<file path="src/rtl/prot_csr_pkg.sv">
package prot_csr_pkg;

    typedef enum logic [1:0] {
        KIND_CFG  = 2'd0,
        KIND_ADDR = 2'd1,
        KIND_SEC  = 2'd2,
        KIND_RSVD = 2'd3
    } csr_kind_e;

    typedef enum logic [1:0] {
        MATCH_OFF   = 2'd0,
        MATCH_TOR   = 2'd1,
        MATCH_NA4   = 2'd2,
        MATCH_NAPOT = 2'd3
    } match_mode_e;

    typedef struct packed {
        logic bypass;
        logic whitelist;
        logic lockdown;
    } sec_bits_t;

    localparam int BIT_RD   = 0;
    localparam int BIT_WR   = 1;
    localparam int BIT_EX   = 2;
    localparam int BIT_LOCK = 7;

    function automatic logic cfg_locked(input logic [7:0] c);
        return c[BIT_LOCK];
    endfunction

    function automatic match_mode_e cfg_mode(input logic [7:0] c);
        return match_mode_e'(c[4:3]);
    endfunction

    function automatic logic cfg_blocks_prev(input logic [7:0] c);
        return cfg_locked(c) && (cfg_mode(c) == MATCH_TOR);
    endfunction

    function automatic logic cfg_byte_accept(input logic [7:0] cur,
                                             input logic [7:0] nxt,
                                             input logic       enh,
                                             input sec_bits_t  sec);
        logic ok;
        if (!enh) begin
            ok = !cfg_locked(cur);
        end else begin
            ok = sec.bypass || (!sec.lockdown && !cfg_locked(cur));
            if (sec.lockdown) begin
                if (nxt[BIT_LOCK] && !nxt[BIT_EX])
                    ok = 1'b1;
                if (!nxt[BIT_LOCK] && (nxt[2:0] != 3'b110))
                    ok = 1'b1;
            end
        end
        return ok;
    endfunction

endpackage

</file>
<file path="src/rtl/prot_cfg_gate.sv">
module prot_cfg_gate
    import prot_csr_pkg::*;
(
    input  logic [7:0] cur_byte,
    input  logic [7:0] new_byte,
    input  logic       enh,
    input  sec_bits_t  sec,
    input  logic       in_range,
    input  logic       wr,
    output logic       accept
);
    always_comb begin
        accept = wr && in_range && cfg_byte_accept(cur_byte, new_byte, enh, sec);
    end
endmodule

</file>
<file path="src/rtl/prot_sec_reg.sv">
module prot_sec_reg
    import prot_csr_pkg::*;
(
    input  logic      clk,
    input  logic      rst,
    input  logic      wr_en,
    input  sec_bits_t wdata,
    input  logic      any_locked,
    output sec_bits_t sec_q
);
    sec_bits_t sec_d;

    always_comb begin
        sec_d = sec_q;
        if (wr_en) begin
            sec_d.lockdown  = wdata.lockdown  | sec_q.lockdown;
            sec_d.whitelist = wdata.whitelist | sec_q.whitelist;
            sec_d.bypass    = wdata.bypass && (sec_q.bypass || !any_locked);
        end
    end

    always_ff @(posedge clk) begin
        if (rst) sec_q <= '0;
        else     sec_q <= sec_d;
    end

    AST_LOCKDOWN_STICKY: assert property (@(posedge clk) disable iff (rst)
        sec_q.lockdown |=> sec_q.lockdown);
    AST_WHITELIST_STICKY: assert property (@(posedge clk) disable iff (rst)
        sec_q.whitelist |=> sec_q.whitelist);
    AST_BYPASS_NO_ARM: assert property (@(posedge clk) disable iff (rst)
        (!sec_q.bypass && any_locked) |=> !sec_q.bypass);
endmodule

</file>
<file path="src/rtl/prot_csr_bank.sv">
module prot_csr_bank
    import prot_csr_pkg::*;
#(
    parameter int NUM_ENTRIES = 16,
    parameter int XLEN        = 32,
    parameter int IDX_W       = 12
) (
    input  logic                        clk,
    input  logic                        rst,
    input  logic                        enh_mode,
    input  logic                        req_valid,
    input  logic                        req_write,
    input  logic [1:0]                  req_kind,
    input  logic [IDX_W-1:0]            req_index,
    input  logic [XLEN-1:0]             req_wdata,
    output logic [XLEN-1:0]             rd_data,
    output logic [NUM_ENTRIES*8-1:0]    cfg_flat,
    output logic [NUM_ENTRIES*XLEN-1:0] addr_flat,
    output logic                        sec_lockdown,
    output logic                        sec_whitelist,
    output logic                        sec_bypass,
    output logic                        change_pulse
);
    localparam int BYTES   = XLEN / 8;
    localparam int ENTRY_W = $clog2(NUM_ENTRIES);
    localparam int TGT_W   = IDX_W + 3;

    logic [7:0]      cfg_q  [NUM_ENTRIES];
    logic [XLEN-1:0] addr_q [NUM_ENTRIES];
    sec_bits_t       sec_q;
    logic            chg_q;

    csr_kind_e kind;
    logic      cfg_wr, addr_wr, sec_wr, rd_en;

    always_comb begin
        kind    = csr_kind_e'(req_kind);
        cfg_wr  = req_valid && req_write && (kind == KIND_CFG);
        addr_wr = req_valid && req_write && (kind == KIND_ADDR);
        sec_wr  = req_valid && req_write && (kind == KIND_SEC);
        rd_en   = req_valid && !req_write;
    end

    // Per-byte configuration path
    logic [TGT_W-1:0] tgt      [BYTES];
    logic             tgt_in   [BYTES];
    logic [7:0]       cur_byte [BYTES];
    logic [BYTES-1:0] byte_acc;

    for (genvar b = 0; b < BYTES; b++) begin : g_byte
        always_comb begin
            tgt[b]      = {req_index, 2'b00} + TGT_W'(b);
            tgt_in[b]   = tgt[b] < TGT_W'(NUM_ENTRIES);
            cur_byte[b] = tgt_in[b] ? cfg_q[tgt[b][ENTRY_W-1:0]] : 8'h00;
        end

        prot_cfg_gate u_gate (
            .cur_byte (cur_byte[b]),
            .new_byte (req_wdata[b*8 +: 8]),
            .enh      (enh_mode),
            .sec      (sec_q),
            .in_range (tgt_in[b]),
            .wr       (cfg_wr),
            .accept   (byte_acc[b])
        );
    end

    // Address path
    logic [ENTRY_W-1:0] a_ent;
    logic               a_in, own_lock, next_blk, addr_acc;

    always_comb begin
        a_ent    = req_index[ENTRY_W-1:0];
        a_in     = req_index < IDX_W'(NUM_ENTRIES);
        own_lock = cfg_locked(cfg_q[a_ent]);
        next_blk = 1'b0;
        for (int e = 0; e < NUM_ENTRIES - 1; e++) begin
            if (a_ent == ENTRY_W'(e))
                next_blk = cfg_blocks_prev(cfg_q[e+1]);
        end
        addr_acc = addr_wr && a_in && !own_lock && !next_blk;
    end

    // Entry storage
    always_ff @(posedge clk) begin
        if (rst) begin
            for (int e = 0; e < NUM_ENTRIES; e++) begin
                cfg_q[e]  <= 8'h00;
                addr_q[e] <= '0;
            end
            chg_q <= 1'b0;
        end else begin
            for (int e = 0; e < NUM_ENTRIES; e++) begin
                for (int b = 0; b < BYTES; b++) begin
                    if (byte_acc[b] && (tgt[b] == TGT_W'(e)))
                        cfg_q[e] <= req_wdata[b*8 +: 8];
                end
                if (addr_acc && (a_ent == ENTRY_W'(e)))
                    addr_q[e] <= req_wdata;
            end
            chg_q <= (|byte_acc) || addr_acc;
        end
    end

    logic any_locked;
    always_comb begin
        any_locked = 1'b0;
        for (int e = 0; e < NUM_ENTRIES; e++)
            any_locked = any_locked || cfg_locked(cfg_q[e]);
    end

    prot_sec_reg u_sec (
        .clk        (clk),
        .rst        (rst),
        .wr_en      (sec_wr),
        .wdata      (sec_bits_t'(req_wdata[2:0])),
        .any_locked (any_locked),
        .sec_q      (sec_q)
    );

    // Read mux
    always_comb begin
        rd_data = '0;
        if (rd_en) begin
            unique case (kind)
                KIND_CFG: begin
                    for (int b = 0; b < BYTES; b++)
                        rd_data[b*8 +: 8] = cur_byte[b];
                end
                KIND_ADDR: rd_data = a_in ? addr_q[a_ent] : '0;
                KIND_SEC:  rd_data = XLEN'(sec_q);
                default:   rd_data = '0;
            endcase
        end
    end

    // Exports
    always_comb begin
        for (int e = 0; e < NUM_ENTRIES; e++) begin
            cfg_flat[e*8 +: 8]       = cfg_q[e];
            addr_flat[e*XLEN +: XLEN] = addr_q[e];
        end
    end

    assign sec_lockdown  = sec_q.lockdown;
    assign sec_whitelist = sec_q.whitelist;
    assign sec_bypass    = sec_q.bypass;
    assign change_pulse  = chg_q;

    // Assertions
    for (genvar e = 0; e < NUM_ENTRIES; e++) begin : g_chk
        AST_CFG_LOCK_HOLD: assert property (@(posedge clk) disable iff (rst)
            (!enh_mode && cfg_q[e][7]) |=> $stable(cfg_q[e]));
        AST_ADDR_LOCK_HOLD: assert property (@(posedge clk) disable iff (rst)
            cfg_q[e][7] |=> $stable(addr_q[e]));
        if (e < NUM_ENTRIES - 1) begin : g_tor
            AST_ADDR_TOR_GUARD: assert property (@(posedge clk) disable iff (rst)
                (cfg_q[e+1][7] && cfg_q[e+1][4:3] == 2'b01) |=> $stable(addr_q[e]));
        end
    end

    AST_PULSE_SOURCE: assert property (@(posedge clk) disable iff (rst)
        chg_q |-> $past(req_valid && req_write && req_kind != 2'd2));
endmodule

</file>
<file path="config.mk">
export PLATFORM = sky130hd
export DESIGN_NAME = prot_csr_bank
export DESIGN_NICKNAME = d
export VERILOG_FILES = /design/src/rtl/prot_csr_pkg.sv /design/src/rtl/prot_cfg_gate.sv /design/src/rtl/prot_sec_reg.sv /design/src/rtl/prot_csr_bank.sv
export SDC_FILE = /design/constraint.sdc
export NUM_CORES = 1
export LEC_CHECK = 0
export ABC_AREA = 0
export BUFFER_PORTS_ARGS = -buffer_cell sky130_fd_sc_hd__buf_2
export CAP_MARGIN = 30
export CORE_MARGIN = 5
export CORE_UTILIZATION = 25
export CTS_CLUSTER_SIZE = 30
export DETAILED_ROUTE_END_ITERATION = 16
export GPL_TIMING_DRIVEN = 0
export HOLD_SLACK_MARGIN = 0.03
export PLACE_DENSITY_LB_ADDON = 0.1
export SETUP_SLACK_MARGIN = 0.5
export SLEW_MARGIN = 20
export SYNTH_ARGS = -nofsm -noshare
export SYNTH_HDL_FRONTEND = slang
export SYNTH_SLANG_ARGS = --single-unit
</file>
<file path="constraint.sdc">
create_clock -name clk -period 4.7 [get_ports clk]
set_clock_uncertainty 0.1 [all_clocks]
set_input_delay 0.235 -clock clk [delete_from_list [all_inputs] [get_ports clk]]
set_output_delay 0.235 -clock clk [all_outputs]
set_load 0.02 [all_outputs]
</file>
* Word-level counts from Yosys, hierarchy flattened
Memory sizes are Yosys's and may differ from the RTL's. Index checks and enable logic that the tools add are counted.
Cells by class: add/subtract/negate cells 3, magnitude comparators 5, equal/unequal tests 84, muxes and demuxes 312, bitwise gates (word level) 70, reduce and logical (&&, ||, !) cells 157
Operators by type and width (number):
- two-way mux 32 bit | 18
- two-way mux 8 bit | 56
- == test 15 x 4 -> 1 bit, second input constant | 24
- two-way mux 1 bit | 237
- == test 15 x 3 -> 1 bit, second input constant | 12
- logical AND 1 bit | 112
- case mux 32 bit (3 select lines) | 1
- == test 15 x 2 -> 1 bit, second input constant | 6
- OR 1 bit | 70
- zero test 15 bit | 4
- == test 15 x 1 -> 1 bit, second input constant | 3
- < comparator 15 x 5 -> 1 bit, second input constant | 3
- == test 2 x 1 -> 1 bit, second input constant | 16
- == test 4 bit, second input constant | 8
- adder 14 x 2 -> 15 bit, second input constant | 2
- == test 12 x 2 -> 1 bit, second input constant | 2
- logical OR 1 bit | 21
- zero test 1 bit | 17
- == test 4 x 3 -> 1 bit, second input constant | 4
- adder 14 x 1 -> 15 bit, second input constant | 1
- < comparator 14 x 5 -> 1 bit, second input constant | 1
- == test 12 x 1 -> 1 bit, second input constant | 1
- < comparator 12 x 5 -> 1 bit, second input constant | 1
- != test 3 bit, second input constant | 4
- other kinds (6) | 7
Word-level totals: bits in registers 4, memory bits (writable) 640, input port bits 51, output and inout bits 676, memories 2
Memories:
- addr_q | depth 16, width 32, rd ports 17, clocked after memory_dff 0, wr ports 16, RTL line prot_csr_bank.sv:29 | logic [XLEN-1:0] addr_q [NUM_ENTRIES];
- cfg_q | depth 16, width 8, rd ports 21, clocked after memory_dff 0, wr ports 16, RTL line prot_csr_bank.sv:28 | logic [7:0] cfg_q [NUM_ENTRIES];

* Depth between registers and ports, before layout
An unclocked memory read counts as a cell.
word-level depth 25, mapped depth 10, depth with buffers taken out 6

* By module
Synthesis repeated with hierarchy kept, for this count alone.
Second synthesis, totals: cell total of the unflattened synthesis 1934, area, all modules 28621.2 µm²
By module, submodules not included:
- prot_csr_bank | times used 1, cells an instance 1899, area an instance 28359.7 µm²
- prot_cfg_gate | times used 4, cells an instance 6, area an instance 38.8 µm²
- prot_sec_reg | times used 1, cells an instance 11, area an instance 106.4 µm²

* Worst setup path before layout
No wires, ideal clock.
kind in2reg, from input port req_index[7], to memory addr_q[14][0] (enable), arrival time 4.551 ns, data required time 4.089 ns, slack -0.461 ns, cell stages on the path 4, path through or4_4 nor4_4 nand4_1 o41ai_1
RTL lines:
- start, declared | RTL line prot_csr_bank.sv:14 | input logic [IDX_W-1:0] req_index,
- end, declared | RTL line prot_csr_bank.sv:29

* Final worst setup path
from input port req_index[1], to output port rd_data[29]
On the way: cells in the longest elaborated chain, start to end 5
Ends and longest elaborated chain:
- adder 14 x 2 -> 15 bit | RTL line prot_csr_bank.sv:52 | tgt[b] = {req_index, 2'b00} + TGT_W'(b);
- < comparator 15 x 5 -> 1 bit / memory (16 x 8 bit) (equally long branches)
- two-way mux 8 bit | RTL line prot_csr_bank.sv:54 | cur_byte[b] = tgt_in[b] ? cfg_q[tgt[b][ENTRY_W-1:0]] : 8'h00;
- case mux 32 bit (3 select lines) (*) | RTL line prot_csr_bank.sv:125 | unique case (kind)
- two-way mux 32 bit (*) | RTL line prot_csr_bank.sv:124 | if (rd_en) begin
- end, declared | RTL line prot_csr_bank.sv:16 | output logic [XLEN-1:0] rd_data,
Every way passes the cells marked *; elsewhere a longest branch is shown, timed or not.

==> results_dict.tcl <==
set metrics [dict create \
    status "finished clean" \
    rr_endpoint "addr_q[12][30]" \
    layout_common_cells "769 x buf_2, 640 x edfxtp_1, 241 x nor2_1, 191 x mux4_2, 174 x nor3_1" \
    ys_warn_count 0 \
    placedCellCount 4090 \
    min_to "change_pulse" \
    hold_violations 0 \
    cp.required_ns 4.37 \
    drc 0 \
    ys_types 53 \
    crit_buf_inv 8 \
    seq_area_frac_synth 0.683 \
    cts.path.max_buffers 3 \
    final.min_clock_period_ns 4.12 \
    postCtsSetupBuffers 0 \
    synth_compound_area_frac 0.0159 \
    root_buffer "clkbuf_16" \
    hold_slack_ns 0.0999 \
    rsz0062_at_grt "false" \
    crit_arrival_ns 3.79 \
    routed_wl_um 169000 \
    muxShareOfSynthArea 0.168 \
    cp_slowest_cell "buf_2" \
    die_height_um 346 \
    gp_routability_congestion 0.872 \
    drive_gt1_frac 0.434 \
    grt_pass1_vias 22300 \
    cp_top_family "buffers and inverters" \
    syn_inst 1807 \
    grt_max_degree 17 \
    core_mm2 0.112 \
    vias 21900 \
    synth_top_family_by_area "multiplexers" \
    max_stage_delay_ns 0.67 \
    worstMarginPinSlew_ns 1.06 \
    final-max-slew-violation-count 0 \
    synth_xor_area_frac 0 \
    final_common_cell "buf_2" \
    seqCellArea_mm2 0.0193 \
    endpoint_kind "primary output" \
    drt_iter0_markers 2347 \
    finalSetupViolations 0 \
    num_rows 123 \
    worstPathCellList "buf_2, buf_2, buf_2, buf_4, buf_2, buf_2, mux4_2, mux4_2, inv_1, o22ai_1, buf_2" \
    path_class "in -> out" \
    grt_overflow_total 0 \
    pre_cts_ws_ns -0.00436 \
    max-cap-violations 0 \
    multi_input_area_mm2 0.00816 \
    fin_total_pwr_mw 15.2 \
    cp.depth 11 \
    die_w_um 346 \
    fill_cells 11300 \
    synthAdderAreaFrac 0 \
    synthFlopType "edfxtp_1" \
    ant_nets 0 \
    cts_tree "done" \
    syn-cell-area_mm2 0.0282 \
    fin_crit_sh 0.877 \
    layoutNonFillerInstCount 4265 \
    synth_enable_flop_cells 640 \
    grt_pass1_wl_um 220000 \
    nets 2746 \
    vdd_drop_max_uv 244 \
    rr_startpoint "cfg_q[3][3]" \
    hpwl_um 135000 \
    wl_per_cell_um 39.7 \
    dieArea_mm2 0.120 \
    layout_setup_ws_ns 0.579 \
    hp-class "in -> reg" \
    avgSynthCellArea_um2 15.6 \
    worstPathMaxFanout 10 \
    yosys.area_share.simple 0.0981 \
    insertion_delay_ns 0.65 \
    initial_core_util 0.251 \
    syn_to_final_growth_pct 34.6 \
    grt.total_usage 0.273 \
    min_from "req_valid" \
    rrSetupSlack_ns 0.74 \
    clk_pin_slew_ns 0.06 \
    cp-start-kind "input pin" \
    clock.fmax_mhz 243 \
    synth-seq-cells 644 \
    slew_headroom 0.294 \
    antenna_found_initial 20 \
    vias_per_cell 5.12 \
    synthesis.nets 1858 \
    hold_path_depth 4 \
    io_buffers 725 \
    synthArstFlopShare 0 \
    htree_levels 3 \
    drt_pre_antenna_iters 5 \
    power_density_mw_per_mm2 401 \
    worstRegToRegCells 9 \
    p_leak_nw 14.7 \
    numCtsBuffers 79 \
    numClockSinks 644 \
    cp_common_cell "buf_2" \
    io_pins 727 \
]
registers in the layout, summed over array words and instances (netlist names):
signal and flops:
addr_q 512, cfg_q 128, change_pulse 1, u_sec.sec_q 3
worst max path at each step:
stage,from,end,slack [ns]
after detailed placement,req_index[3],addr_q[12][30],-0.004
after CTS,req_index[1],rd_data[31],0.51
final,req_index[1],rd_data[29],0.58
after global placement,req_index[2],addr_q[15][30],-5.78
after floorplan,req_index[7],addr_q[11][0],-0.1
after global routing,req_index[1],rd_data[29],0.50
Yosys cell counts (2+ instances only):
master	count	area, um2
buf_2	46	230
nand2b_1	7	43.8
nor3_1	174	871
mux2_2	4	45.0
nor4_1	4	25.0
o211ai_1	2	15.0
or4_4	2	22.5
nand2_1	117	439
a31o_2	2	17.5
o22ai_1	24	150
mux2i_1	40	400
dfxtp_1	4	80.1
and3b_1	2	17.5
nor2b_1	9	56.3
a31oi_1	2	12.5
and2_1	4	25.0
edfxtp_1	640	19200
o21ai_0	16	80.1
and3_1	3	18.8
nand4b_1	3	26.3
mux4_2	191	4300
a222oi_1	3	30.0
o21ai_1	8	40.0
nand2_4	2	22.5
a21oi_1	9	45.0
nand3b_1	4	30.0
nand3_1	22	110
nor2_1	242	908
inv_1	90	338
buf_1	3	11.3
or4_1	2	15.0
nor4bb_1	4	40.0
buf_4	3	22.5
clkbuf_1	100	375
layout make-up:
type                            count  area share
Sequential cell                   644       0.507
Multi-Input combinational cell    920       0.215
Timing Repair Buffer              807       0.132
Clock buffer                       96      0.0542
Tap cell                         1500      0.0493
Buffer                            152      0.0177
Clock inverter                     46      0.0147
Inverter                           91     0.00898
Antenna cell                        9    0.000592
stage by stage:
| step | utilization | cell area (um2) | setup TNS, ns |
|---|---|---|---|
| after global placement | 0.301 | 33800 | -1822.57 |
| after CTS | 0.338 | 38000 | 0 |
| final | 0.339 | 38000 | 0 |
| after detailed placement | 0.313 | 35100 | -0.0200 |
| after floorplan | - | 28300 | -12.40 |
| after global routing | 0.338 | 38000 | 0 |
worst register-to-register path: cells and delay by family (launching register included):
family	cells	cell delay, ns
flops	1	0.49
buf+inv	3	0.82
compound gates	4	1.63
simple gates	2	0.60
timing repair:
| item | in CTS | in global routing |
|---|---|---|
| hold buffers | 22 | 0 |
| endpoints found under the hold margin | 96 | 0 |
| setup endpoints to repair | 0 | 3 |
| resized for setup | 0 | 2 |
per-layer routing:
layer  vias to the layer above  routed length (um)  GRT usage  share of wire
met5                         -                  13          0       0.000077
met4                         2                3840     0.0576          0.023
met3                       166               13500     0.0659          0.080
met2                      1243               82400      0.461           0.49
met1                     11700               69500      0.360           0.41
li1                       8729                   -          -              -
kinds of logic (layout without fill, tap and decap cells):
logic type | after synthesis | count (layout)
flops | 644 | 644
simple gates | 612 | 612
buf+inv | 243 | 1192
mux | 235 | 235
compound gates | 73 | 73
other cells | 0 | 9
power breakdown:
group          switching (mW)  internal, mW  leakage [nW]
clock                    2.58          3.75          1.28
sequential              0.231          6.63          6.46
combinational            1.41         0.643          7.01
Power figures use the tool's default switching activity.
